**config.mk**
```make
export PLATFORM = sky130hd
export DESIGN_NAME = spi_buf_irq
export DESIGN_NICKNAME = d
export VERILOG_FILES = /design/src/rtl/spi_buf_pkg.sv /design/src/rtl/word_fifo.sv /design/src/rtl/stat_irq.sv /design/src/rtl/spi_buf_irq.sv
export SDC_FILE = /design/constraint.sdc
export NUM_CORES = 1
export LEC_CHECK = 0
export BUFFER_PORTS_ARGS = -buffer_cell sky130_fd_sc_hd__buf_2
export CORE_UTILIZATION = 45
export CTS_CLUSTER_DIAMETER = 100
export CTS_CLUSTER_SIZE = 30
export DETAILED_ROUTE_END_ITERATION = 7
export HOLD_SLACK_MARGIN = 0.12
export REMOVE_ABC_BUFFERS = 1
export SLEW_MARGIN = 5
export SYNTH_ARGS = -nofsm -noshare
export SYNTH_HDL_FRONTEND = slang
export SYNTH_SLANG_ARGS = --single-unit
```
**constraint.sdc**
```tcl
create_clock -name clk_i -period 4.55 [get_ports clk_i]
set_input_delay 0.6825 -clock clk_i [delete_from_list [all_inputs] [get_ports clk_i]]
set_output_delay 0.6825 -clock clk_i [all_outputs]
set_load 0.1 [all_outputs]
```
**src/rtl/spi_buf_pkg.sv**
```systemverilog
package spi_buf_pkg;
  typedef enum logic [3:0] {
    A_STAT = 4'd0,
    A_IEN  = 4'd1,
    A_THR  = 4'd2,
    A_CNT  = 4'd3,
    A_TXD  = 4'd4,
    A_RXD  = 4'd5
  } reg_addr_e;

  localparam int ST_PEND = 0;
  localparam int ST_DONE = 1;
  localparam int ST_TXTH = 2;
  localparam int ST_RXTH = 3;
  localparam int ST_TXUF = 4;
  localparam int ST_RXOF = 5;
  localparam int ST_W    = 6;
  localparam int IE_W    = ST_W - 1;
  localparam int FLD_W   = 4;
  localparam logic [2*FLD_W-1:0] THR_RST = 8'h80;
endpackage

```
**src/rtl/word_fifo.sv**
```systemverilog
module word_fifo #(
  parameter int DW    = 32,
  parameter int DEPTH = 8,
  localparam int PW   = (DEPTH > 1) ? $clog2(DEPTH) : 1,
  localparam int CW   = $clog2(DEPTH + 1)
) (
  input  logic          clk_i,
  input  logic          rst_ni,
  input  logic          push_i,
  input  logic [DW-1:0] data_i,
  input  logic          pop_i,
  output logic [DW-1:0] data_o,
  output logic [CW-1:0] cnt_o,
  output logic          full_o,
  output logic          empty_o
);
  logic [DW-1:0] mem_q [DEPTH];
  logic [PW-1:0] wr_q, rd_q;
  logic [CW-1:0] cnt_q;
  logic          do_push, do_pop;

  assign full_o  = (cnt_q == CW'(DEPTH));
  assign empty_o = (cnt_q == '0);
  assign do_push = push_i && !full_o;
  assign do_pop  = pop_i && !empty_o;
  assign data_o  = empty_o ? '0 : mem_q[rd_q];
  assign cnt_o   = cnt_q;

  function automatic logic [PW-1:0] nxt(input logic [PW-1:0] p);
    return (p == PW'(DEPTH - 1)) ? '0 : p + 1'b1;
  endfunction

  always_ff @(posedge clk_i or negedge rst_ni) begin
    if (!rst_ni) begin
      wr_q  <= '0;
      rd_q  <= '0;
      cnt_q <= '0;
    end else begin
      if (do_push) wr_q <= nxt(wr_q);
      if (do_pop)  rd_q <= nxt(rd_q);
      if (do_push && !do_pop)      cnt_q <= cnt_q + 1'b1;
      else if (do_pop && !do_push) cnt_q <= cnt_q - 1'b1;
    end
  end

  always_ff @(posedge clk_i) begin
    if (do_push) mem_q[wr_q] <= data_i;
  end

  p_cnt_bound_r4: assert property (@(posedge clk_i) disable iff (!rst_ni)
    cnt_o <= CW'(DEPTH));
  p_full_push_r4: assert property (@(posedge clk_i) disable iff (!rst_ni)
    full_o && push_i && !pop_i |=> full_o);
  p_empty_pop_r3: assert property (@(posedge clk_i) disable iff (!rst_ni)
    empty_o && pop_i && !push_i |=> empty_o);
endmodule

```
**src/rtl/stat_irq.sv**
```systemverilog
module stat_irq #(
  parameter int ST_W = 6,
  localparam int EW  = ST_W - 1
) (
  input  logic            clk_i,
  input  logic            rst_ni,
  input  logic            pend_i,
  input  logic [EW-1:0]   set_i,
  input  logic [EW-1:0]   clr_i,
  input  logic [EW-1:0]   ien_i,
  output logic [ST_W-1:0] stat_o,
  output logic            irq_o
);
  logic [EW-1:0] held_q;

  for (genvar k = 0; k < EW; k++) begin : g_bit
    always_ff @(posedge clk_i or negedge rst_ni) begin
      if (!rst_ni)       held_q[k] <= 1'b0;
      else if (set_i[k]) held_q[k] <= 1'b1;  // set wins over clear
      else if (clr_i[k]) held_q[k] <= 1'b0;
    end

    p_set_r6: assert property (@(posedge clk_i) disable iff (!rst_ni)
      set_i[k] |=> stat_o[k+1]);
    p_sticky_r6: assert property (@(posedge clk_i) disable iff (!rst_ni)
      stat_o[k+1] && !clr_i[k] |=> stat_o[k+1]);
  end

  assign stat_o = {held_q, pend_i};
  assign irq_o  = |(held_q & ien_i);

  p_irq_off_r10: assert property (@(posedge clk_i) disable iff (!rst_ni)
    (stat_o[ST_W-1:1] == '0) |-> !irq_o);
endmodule

```
**src/rtl/spi_buf_irq.sv**
```systemverilog
module spi_buf_irq
  import spi_buf_pkg::*;
#(
  parameter int DW    = 32,
  parameter int DEPTH = 8,
  parameter int AW    = 4,
  localparam int CW   = $clog2(DEPTH + 1)
) (
  input  logic          clk_i,
  input  logic          rst_ni,
  input  logic          reg_req_i,
  input  logic          reg_we_i,
  input  logic [AW-1:0] reg_addr_i,
  input  logic [DW-1:0] reg_wdata_i,
  output logic [DW-1:0] reg_rdata_o,
  input  logic          eng_tx_req_i,
  output logic          eng_tx_valid_o,
  output logic [DW-1:0] eng_tx_data_o,
  input  logic          eng_rx_valid_i,
  input  logic [DW-1:0] eng_rx_data_i,
  input  logic          eng_busy_i,
  input  logic          eng_done_i,
  output logic          irq_o
);
  logic wr, rd;
  logic tx_full, tx_empty, rx_full, rx_empty;
  logic [CW-1:0] tx_cnt, rx_cnt;
  logic [FLD_W-1:0] tx_cnt_f, rx_cnt_f;
  logic [DW-1:0] rx_head;
  logic [IE_W-1:0] ien_q, set_v, clr_v;
  logic [2*FLD_W-1:0] thr_q;
  logic [ST_W-1:0] stat;
  logic unused_wdata;

  assign wr = reg_req_i && reg_we_i;
  assign rd = reg_req_i && !reg_we_i;
  assign unused_wdata = ^{reg_wdata_i[DW-1:2*FLD_W], reg_wdata_i[0]};

  word_fifo #(.DW(DW), .DEPTH(DEPTH)) u_tx (
    .clk_i, .rst_ni,
    .push_i (wr && reg_addr_i == AW'(A_TXD)),
    .data_i (reg_wdata_i),
    .pop_i  (eng_tx_req_i),
    .data_o (eng_tx_data_o),
    .cnt_o  (tx_cnt),
    .full_o (tx_full),
    .empty_o(tx_empty)
  );

  word_fifo #(.DW(DW), .DEPTH(DEPTH)) u_rx (
    .clk_i, .rst_ni,
    .push_i (eng_rx_valid_i),
    .data_i (eng_rx_data_i),
    .pop_i  (rd && reg_addr_i == AW'(A_RXD)),
    .data_o (rx_head),
    .cnt_o  (rx_cnt),
    .full_o (rx_full),
    .empty_o(rx_empty)
  );

  assign eng_tx_valid_o = !tx_empty;
  assign tx_cnt_f = FLD_W'(tx_cnt);
  assign rx_cnt_f = FLD_W'(rx_cnt);

  always_ff @(posedge clk_i or negedge rst_ni) begin
    if (!rst_ni) begin
      ien_q <= '0;
      thr_q <= THR_RST;
    end else if (wr) begin
      if (reg_addr_i == AW'(A_IEN)) ien_q <= reg_wdata_i[IE_W-1:0];
      if (reg_addr_i == AW'(A_THR)) thr_q <= reg_wdata_i[2*FLD_W-1:0];
    end
  end

  // cause index k maps to status bit k+1
  always_comb begin
    set_v = '0;
    set_v[ST_DONE-1] = eng_done_i;
    set_v[ST_TXTH-1] = tx_cnt_f <= thr_q[FLD_W-1:0];
    set_v[ST_RXTH-1] = rx_cnt_f >= thr_q[2*FLD_W-1:FLD_W];
    set_v[ST_TXUF-1] = eng_tx_req_i && tx_empty;
    set_v[ST_RXOF-1] = eng_rx_valid_i && rx_full;
  end

  assign clr_v = (wr && reg_addr_i == AW'(A_STAT)) ? reg_wdata_i[ST_W-1:1] : '0;

  stat_irq #(.ST_W(ST_W)) u_stat (
    .clk_i, .rst_ni,
    .pend_i(eng_busy_i),
    .set_i (set_v),
    .clr_i (clr_v),
    .ien_i (ien_q),
    .stat_o(stat),
    .irq_o (irq_o)
  );

  always_comb begin
    reg_rdata_o = '0;
    case (reg_addr_i)
      AW'(A_STAT): reg_rdata_o = DW'(stat);
      AW'(A_IEN):  reg_rdata_o = DW'(ien_q);
      AW'(A_THR):  reg_rdata_o = DW'(thr_q);
      AW'(A_CNT):  reg_rdata_o = DW'({tx_cnt_f, rx_cnt_f});
      AW'(A_RXD):  reg_rdata_o = rx_head;
      default:     reg_rdata_o = '0;
    endcase
  end

  p_uf_flag_r8: assert property (@(posedge clk_i) disable iff (!rst_ni)
    eng_tx_req_i && tx_empty |=> stat[ST_TXUF]);
  p_of_flag_r9: assert property (@(posedge clk_i) disable iff (!rst_ni)
    eng_rx_valid_i && rx_full |=> stat[ST_RXOF]);
  p_of_drop_r9: assert property (@(posedge clk_i) disable iff (!rst_ni)
    eng_rx_valid_i && rx_full && !(rd && reg_addr_i == AW'(A_RXD)) |=> rx_full);
  p_tx_hold_r2: assert property (@(posedge clk_i) disable iff (!rst_ni)
    !tx_empty && !eng_tx_req_i |=> !tx_empty);
endmodule

```
==> impl_metrics.tcl <==
set metrics [dict create \
    place_inst 1779 \
    leakagePower_nw 7.94 \
    intPower_mw 8.80 \
    die_x_um 222 \
    worstReg2RegEnd "u_rx.cnt_o[3]" \
    ys_warn_count 0 \
    synth-seq-cells 550 \
    drc_errors 0 \
    crit_end "reg_rdata_o[30]" \
    drive_above_1_share 0.318 \
    pwr-share-comb 0.370 \
    vdd.ir_drop.worst_uv 338 \
    drt-total-wl_um 43400 \
    tritoncts "built" \
    slew_viol_final 0 \
    core_um2 47600 \
    seqPwrFrac 0.454 \
    grt_usage 0.180 \
    grt_first_pass_wirelength_um 66200 \
    synth_fa_ha_area_frac 0.0145 \
    arrival_ns 2.98 \
    grt_pass1_vias 10700 \
    syn_to_final_growth_pct 11.0 \
    cap_violations 0 \
    reg2reg_depth 10 \
    critPathKind "flop to output pin" \
    grt_max_degree 39 \
    clk_pin_slew_ns 0.12 \
    path_max_fanout 24 \
    dp_hpwl_um 26100 \
    holdWs_ns 0.227 \
    rows 80 \
    dp_slack_ns 1.02 \
    synthMuxAreaShare 0.181 \
    worst_pin_slew_ns 0.975 \
    io_pins 142 \
    pwr-share-clk 0.175 \
    r2r-start "u_rx.cnt_o[0]" \
    port_buffers 141 \
    ant_nets 0 \
    setup_viol 0 \
    syn_area_um2 21700 \
    synth-seq-area-share 0.751 \
    synth_xor_area_frac 0.00161 \
    netlist_instances 1038 \
    synth_compound_area_frac 0.0111 \
    via_count 10100 \
    worstHoldPathType "input pin to async pin" \
    final.setup.tns_ns 0 \
    period_minus_slack_ns 3.66 \
    clkLatencyLatePin_ns 0.57 \
    fin_nets 1288 \
    required_ns 3.87 \
    final.period_utilization 0.804 \
    gp_congestion 0.736 \
    fmax_mhz 273 \
    routedWlPerCell_um 23.8 \
    via_per_inst 5.55 \
    p_sw_mw 5.49 \
    power_switching_share 0.384 \
    grt_overflow 0 \
    cts-buffers-inserted 22 \
    status "completed" \
    htreeDepth 1 \
    clockBufferDepth 3 \
    synthSimpleGateAreaFrac 0.0288 \
    drt-pass1-iter-count 5 \
    synth_top_family_by_area "multiplexers" \
    avgSynthCellArea_um2 20.9 \
    antenna_found_initial 7 \
    drt_iter0_markers 608 \
    synth_edf_count 512 \
    timing.final.ws_setup_ns 0.891 \
    die_y_um 222 \
    dieArea_um2 49200 \
    start_util 0.456 \
    start_kind "flop" \
    setup.worst_path.end_class "output pin" \
    rrSetupSlack_ns 1.41 \
    cts_hold_buf 0 \
    finalHoldViolations 0 \
    power_density_nw_per_um2 593 \
    synthFlopType "edfxtp_1" \
    cts_root_buf "clkbuf_16" \
    crit_start "u_rx.rd_q[0]" \
    rsz0062_at_grt "false" \
    relSlewSlack 0.350 \
    async_flop_share 0.0691 \
    finClkSkew_ns 0.0158 \
    yosysUniqueCellTypes 42 \
    cts_resized 0 \
    total_power_mw 14.3 \
    final_cells 1820 \
    cts_sinks 550 \
    post-cts-setup-buffer-count 0 \
]
## critical path, cell delays in order, from the launching register on
cell and delay [ns]:
dfrtp_4 0.79, buf_4 0.40, mux4_2 0.55, mux2i_1 0.27, nor2_1 0.08, buf_2 0.31
## metrics by stage
step / instance area (µm²) / util
2_1_floorplan: 21500 / -
3_3_place_gp: 23400 / 0.492
3_5_place_dp: 23400 / 0.492
4_1_cts: 24100 / 0.506
5_1_grt: 24100 / 0.506
6_report: 24100 / 0.506
## how the worst min path moves through the flow
stage | to | cells past startpoint | start | slack (ns)
after floorplan | ien_q[0] | 0 | rst_ni | 0.39
after global placement | thr_q[5] | 1 | thr_q[5] | 0.49
after detailed placement | thr_q[5] | 1 | thr_q[5] | 0.50
after CTS | u_tx.cnt_o[0] | 1 | rst_ni | 0.23
after global routing | u_stat.stat_o[1] | 2 | eng_done_i | 0.27
final | u_tx.rd_q[1] | 1 | rst_ni | 0.23
## per-layer routing
layer | wire [µm] | vias to the layer above | global-route usage
met2 | 22100 | 192 | 0.310
met3 | 1890 | 35 | 0.0294
met4 | 516 | 8 | 0.0262
met1 | 18900 | 5339 | 0.246
met5 | 57 | - | 0
li1 | - | 4518 | -
## logic make-up (layout without fill, tap and decap cells)
group	after synthesis	in the layout
buffers and inverters	61	227
XOR/XNOR	4	4
multiplexers	224	224
adder cells (fa/ha/maj)	24	24
other	0	1
AO/OA/AOI/OAI	36	36
flip-flops	550	550
AND/OR/NAND/NOR	139	139
## Yosys cell counts (all sizes together) (3+ instances only)
library cell | instances | area, µm²
nand2 | 32 | 120
mux4 | 133 | 3000
nor4 | 3 | 25.0
mux2 | 23 | 259
nor3 | 16 | 85.1
inv | 14 | 52.6
nand2b | 8 | 50.1
buf | 23 | 105
dfrtp | 37 | 926
o22ai | 3 | 18.8
o21ai | 13 | 65.1
clkbuf | 24 | 90.1
edfxtp | 512 | 15400
a21o | 6 | 45.0
ha | 22 | 275
nor2 | 71 | 267
xnor2 | 4 | 35.0
mux2i | 68 | 681
## cells in the final DEF (no fill, tap or decap), drive strengths merged, types with 2 or more instances in the layout
cell,count
nor4,3
a22oi,2
o31ai,2
buf,173
nand2,32
xnor2,4
inv,16
mux4,133
nor3,16
o21ai,13
edfxtp,512
nor2,71
mux2,23
clkbuf,37
dfrtp,37
a2111oi,2
o22ai,3
a21o,6
a21oi,2
ha,22
nand2b,8
fa,2
mux2i,68
## flip-flops by register name, indices dropped and copies added, names as in the netlist, 4 cells and up
register,flops
u_rx.mem_q,256
u_tx.mem_q,256
thr_q,8
ien_q,5
u_stat.stat_o,5
u_rx.cnt_o,4
u_tx.cnt_o,4
## power by group through the flow
stage,registers (mW),logic (mW),clock network (mW)
finish,6.49,5.29,2.51
global route,6.57,5.63,2.73
CTS,6.51,5.39,2.59
detailed placement,6.63,5.38,0
global placement,6.61,5.35,0
floorplan,6.70,4.13,0
## cell type report
class                           count  area (µm²)
Fill cell                        3874       23500
Clock buffer                       37         638
Sequential cell                   550       16300
Antenna cell                        1        2.50
Tap cell                          615         769
Inverter                           14        52.6
Timing Repair Buffer              173         996
Clock inverter                      3        47.5
Multi-Input combinational cell    427        5270
Power figures use the tool's default switching activity.
